### config.mk
export PLATFORM = sky130hd
export DESIGN_NAME = prescaled_countdown
export DESIGN_NICKNAME = d
export VERILOG_FILES = /design/src/rtl/prescaled_countdown.sv
export SDC_FILE = /design/constraint.sdc
export NUM_CORES = 1
export LEC_CHECK = 0
export ABC_CLOCK_PERIOD_IN_PS = 3700
export BUFFER_PORTS_ARGS = -buffer_cell sky130_fd_sc_hd__buf_2
export CORE_AREA = 2 2 50 52
export DETAILED_ROUTE_END_ITERATION = 6
export DIE_AREA = 0 0 52 54
export PLACE_DENSITY = 0.81
export SYNTH_ARGS = -nofsm -noshare
export SYNTH_HDL_FRONTEND = slang
export SYNTH_SLANG_ARGS = --single-unit
### constraint.sdc
create_clock -name clk -period 3.7 [get_ports clk]
set_clock_uncertainty 0.2 [all_clocks]
set_input_delay 0 -clock clk [delete_from_list [all_inputs] [get_ports clk]]
set_output_delay 0 -clock clk [all_outputs]
set_load 0.01 [all_outputs]
### src/rtl/prescaled_countdown.sv
module prescaled_countdown #(
  parameter int W    = 8,
  parameter int NSRC = 4,
  localparam int SELW = $clog2(NSRC)
) (
  input  logic            clk,
  input  logic            rst_n,
  input  logic [NSRC-1:0] src_tick,
  input  logic [SELW-1:0] src_sel,
  input  logic            tmr_en,
  input  logic            ld_stb,
  input  logic [W-1:0]    ld_val,
  input  logic            flag_wr,
  input  logic            flag_wdata,
  input  logic            tmr_ie,
  input  logic            pulse_mode,
  input  logic            alm_flag,
  input  logic            alm_ie,
  output logic            tmr_flag,
  output logic [W-1:0]    count,
  output logic            irq
);

  logic [W-1:0] per_q, cnt_q;
  logic         pend_q, flag_q, pulse_q;

  wire tk     = tmr_en & src_tick[src_sel];
  wire run    = tk & ~ld_stb;
  wire expire = run & ~pend_q & (cnt_q <= W'(1));

  always_ff @(posedge clk or negedge rst_n) begin
    if (!rst_n) begin
      per_q   <= '0;
      cnt_q   <= '0;
      pend_q  <= 1'b1;
      flag_q  <= 1'b0;
      pulse_q <= 1'b0;
    end else begin
      if (ld_stb) per_q <= ld_val;

      if (ld_stb || !tmr_en) pend_q <= 1'b1;
      else if (tk)           pend_q <= 1'b0;

      if (run) cnt_q <= (pend_q || expire) ? per_q : cnt_q - W'(1);

      if (expire)                    flag_q <= 1'b1;
      else if (flag_wr && !flag_wdata) flag_q <= 1'b0;

      if (!tmr_en)  pulse_q <= 1'b0;
      else if (tk)  pulse_q <= expire;
    end
  end

  assign tmr_flag = flag_q;
  assign count    = cnt_q;
  assign irq      = (tmr_ie & (pulse_mode ? pulse_q : flag_q)) | (alm_flag & alm_ie);

endmodule


==> Word-level counts from Yosys, hierarchy flattened <==
Cells that the tools add are included.
{ "totals": {"ff_bits": 19, "latchBits": 0, "ram_bits": 0, "rom_bits": 0, "in_bits": 24, "out_inout_bits": 10, "elab_cells": 35, "memories": 0} }
{ "classes": {"addsub": 1, "mul": 0, "div": 0, "magnitude_cmp": 2, "n_eq_ne": 1, "shifts": 0, "n_mux": 10, "bitwise_logic": 9, "n_reduce_logical": 7} }
{ "op_table": {"columns": ["op", "count"], "rows": [
  ["$le 8x1->1 const B", 1],
  ["$mux 1", 8],
  ["$mux 8", 1],
  ["$sub 8x1->8 const B", 1],
  ["$and 1x1->1", 6],
  ["$reduce_bool 2->1", 2],
  ["$lt 2x3->1 const B", 1],
  ["$bmux 1 s2", 1],
  ["$logic_not 1->1", 2],
  ["$logic_or 1x1->1", 2],
  ["$ne 2x1->1 const B", 1],
  ["$not 1->1", 2],
  ["$logic_and 1x1->1", 1],
  ["$or 1x1->1", 1]
]} }

==> Logic depth before layout (Yosys ltp) <==
{ "logic_depth": {"depth_word": 8, "mapped_depth": 7, "ltp_nobuf": 6} }

==> Worst setup path before layout <==
Ideal clock, no wire load.
{ "synth_path": {"path_kind": "reg2reg", "start": "reg cnt_q[0] (netlist: count[0])", "end": "reg cnt_q[6] (netlist: count[6])", "setup_time_ns": 0.126, "arrival_time_ns": 1.745, "t_required_ns": 3.374, "slack_ns": 1.629, "path_stages_with_launch": 7, "path_buffers": 0, "period_less_slack_ns": 2.071, "cell_sequence": "dfrtp_1 inv_1 ha_1 or3b_1 o31ai_1 o21ai_1 a221o_1"} }
{ "synth_between": {"elab_chain_len": 4, "elab_cells_between_ends": 5, "classes_between": "add/sub (1); order compare (1); mux (1); bitwise (1); reduce/logical (1)"} }
{ "synth_lines": {"columns": ["item", "line_no", "text"], "rows": [
  ["start, declared", "24", "logic [W-1:0] per_q, cnt_q;"],
  ["start signal, assigned", "44", "if (run) cnt_q <= (pend_q || expire) ? per_q : cnt_q - W'(1);"],
  ["$le 8x1->1", "29", "wire expire = run & ~pend_q & (cnt_q <= W'(1));"],
  ["$and 1x1->1", "29", null],
  ["$logic_or 1x1->1", "44", null],
  ["$mux 8 (*)", "44", null]
]} }
Every way passes the cells marked *; elsewhere a longest branch is shown, timed or not.
A chain may end at the register's enable or synchronous reset.

==> Worst setup path after layout <==
{ "layout_path": {"start": "in ld_stb", "end": "reg pulse_q"} }
{ "layout_between": {"elab_chain_len": 6} }
{ "layout_lines": {"columns": ["item", "line_no", "text"], "rows": [
  ["start, declared", "11", "input logic ld_stb,"],
  ["$not 1->1", "28", "wire run = tk & ~ld_stb;"],
  ["$and 1x1->1", "28", null],
  ["$and 1x1->1 (2 in a row)", "29", null],
  ["$mux 1", "50", "else if (tk) pulse_q <= expire;"],
  ["$mux 1", "49", "if (!tmr_en) pulse_q <= 1'b0;"],
  ["end signal, assigned", "50", null],
  ["end, declared", "25", "logic pend_q, flag_q, pulse_q;"]
]} }
Every way passes these cells. The select of a mux whose other input is x is not followed.

==> metrics.txt <==
status complete, no violations; CTS tree built; initial antenna violation count 0; sw power 0.0002381 W; drt initial violations 17; Setup Crit Path Kind primary input to flip-flop; first-pass GRT wire length 4512 um; clk root buf clkbuf_4; Period minus WS final 2593 ps; Avg Synthesized Cell Area 11.20 um2; Clock Sinks 19; drt total wl 2843 um; Clock Latency Late Sink 310 ps; share of the yosys chip area belonging to registers 40.15%; via count 1095; routability cong. 0.8680; cells along the critical path dlygate4sd3_1, buf_2, nand3b_1, o2bb2ai_2, nand2_1, o21ai_0, dlygate4sd3_1; Cell Rows 18; num ports 34; Top Family by Delay on Critical Path buffers and inverters; area of the die 2808 um2; htree depth 1; core box area 2320 um2; RSZ-0062 raised after global routing false; CP max stage delay 770 ps; Lkg Pwr 0.7243 nW; CP endpoint kind flip-flop; Post-synth top flop dfrtp_1; crit start category primary input; HP Class primary input to flip-flop; Achievable Freq 0.3856 GHz; Place WS 1542 ps; chip width 52 um; die height 54 um; count of cell types in the netlist 39; number of enable flip-flop cells after synthesis 0; Setup Buffers After CTS 0; DR WL/cell 14.88 um; clock transition at the registers of the reported paths 110 ps; Layout area overhead 34.88%; P per Cell Area 399.1 nW/um2; CTS Buf Count 3; CP bufs+invs 3; Ys Warns 0; drt pass-1 iters 4; Worst slew margin 38.24%; part of the cycle the worst path needs 70.09%; post-synth net total 132; Setup-failing EPs final 0; Comb power frac 34.7%; P_int 0.0004012 W; final worst slack 1107 ps; setup tns final 0 ps; worst vdd ir 0.0002703 V; dpl hpwl 1786 um; Clock Path Buffers 2; initial core utilization 51.19%; Netlist Area Pre-Place 1187 um2; vias in the first global route 1011; synth top area cells dfrtp_1 (38%), mux2_2 (9.5%), o211ai_1 (5.1%); FF+latch count, synth 19; sequential share of power 48.3%; DRT antenna net count 0; fin. max-slew vios 0; CP Data Required Time 3750 ps; GRT Overall Usage 22.19%; Post-route DRC 0; CP max FO 23; largest net degree at the start of global routing 24; Yosys top cell area share 37.93%; layout cells sized above 1 34.16%; Post-synth ARST share 100.0%; PortBufs 33; Fin. Hold Viols 0; GRT overflow 0; n_diodes 0; CP most frequent cell dlygate4sd3_1; Mapped Cells 106; Net Sw Frac 37.24%; post-DR vias/cell 5.733; Max Cap Violations 0; Clk pwr share 17.0%; Nets 188; worst slew pin tran 920.9 ps; Data arrival, critical path 2640 ps; largest area contributor in the netlist dfrtp_1; Worst path slowest cell o2bb2ai_2
==> metrics by stage <==
step	instance area [um2]	total power (W)	cells	utilization, %	hold WS (ps)
CTS	1602	0.0006380	191	69.04	48.09
floorplan	1187	0.0004346	106	-	-495.6
detailed placement	1324	0.0005073	162	57.07	-238.9
finish	1602	0.0006392	191	69.04	53.26
global route	1602	0.0006803	191	69.04	89.17
global placement	1324	0.0004955	162	57.07	-243.6
==> what timing repair did <==
action / in CTS / in global routing
endpoints found under the setup margin: 0 / 0
gates resized for setup: 0 / 0
hold endpoints to repair: 30 / 0
hold buffers: 25 / 0
==> sequential cells by signal (all words and copies together) (netlist names) <==
name,flops
count,8
pend_q,1
per_q,8
pulse_q,1
tmr_flag,1
==> per-layer routing <==
metal  GRT usage, %  share of wire (%)
met2          35.02                 52
met5              0                  0
met3          3.056                3.7
met1          29.77                 42
met4          11.40                1.9
==> final cells by class <==
cell class | instances | area, um2
Clock buffer | 3 | 22.52
Inverter | 5 | 18.77
Fill cell | 172 | 718.2
Multi-Input combinational cell | 75 | 625.6
Clock inverter | 1 | 5.005
Sequential cell | 19 | 476.7
Timing Repair Buffer | 58 | 415.4
Tap cell | 30 | 37.54
==> logic make-up (layout without fill, tap and decap cells) <==
kind of cell             Yosys count  in the layout  share of synthesized area [%]
adder cells (fa/ha/maj)            2              2                          2.107
multiplexers                      11             11                          10.33
AND/OR/NAND/NOR                   29             29                          15.60
buffers and inverters             12             67                          7.165
AO/OA/AOI/OAI                     33             33                          24.66
flip-flops                        19             19                          40.15
==> power groups by stage <==
stage	clock (W)	combinational (W)	sequential (W)
6_report	0.000109	0.000222	0.000309
5_1_grt	0.000121	0.000244	0.000315
4_1_cts	0.000109	0.000221	0.000308
3_5_place_dp	0	0.000196	0.000311
3_3_place_gp	0	0.000188	0.000307
2_1_floorplan	0	0.000131	0.000304
==> synthesized netlist by cell type, types with 2 or more instances <==
| master | instances |
|---|---|
| dfrtp_1 | 18 |
| mux2_2 | 10 |
| o211ai_1 | 8 |
| nand2_1 | 6 |
| nand4_1 | 6 |
| inv_1 | 5 |
| o21ai_0 | 4 |
| buf_6 | 3 |
| nor2_1 | 3 |
| o211a_1 | 3 |
| o21ai_1 | 3 |
| a211o_1 | 2 |
| a221o_1 | 2 |
| buf_2 | 2 |
| ha_1 | 2 |
| nor3_1 | 2 |
| nor4_1 | 2 |
| o2111ai_1 | 2 |
| o31ai_1 | 2 |
| or4_1 | 2 |
==> placed cells by master (no fill, tap or decap), types with 2 or more instances in the layout <==
cell           instances
o211a_1                3
o2111ai_1              2
inv_1                  5
o21ai_1                3
dlygate4sd3_1         25
clkbuf_4               3
mux2_2                10
o21ai_0                4
ha_1                   2
o31ai_1                2
a211o_1                2
o211ai_1               8
nor3_1                 2
nor4_1                 2
nor2_1                 3
a221o_1                2
buf_2                 33
nand2_1                6
or4_1                  2
dfrtp_1               18
nand4_1                6
==> worst paths after layout <==
kind | from | endpoint | slack [ps] | cells after the start
min in group asynchronous | rst_n | pend_q | 500 | 3
setup / recovery | ld_stb | pulse_q | 1110 | 7
hold reg to reg | per_q[1] | count[1] | 370 | 2
setup reg to reg | count[4] | pulse_q | 1440 | 5
hold / removal | src_tick[0] | count[4] | 50 | 5
max in group asynchronous | rst_n | count[3] | 1550 | 4
==> worst register-to-register path: stages, from the launching register on <==
cell and delay, ps:
dfrtp_1 500, nor3_1 350, o211a_4 350, nand2_1 100
o21ai_0 130, dlygate4sd3_1 570
Note: power is estimated with default switching activity, not from simulation.
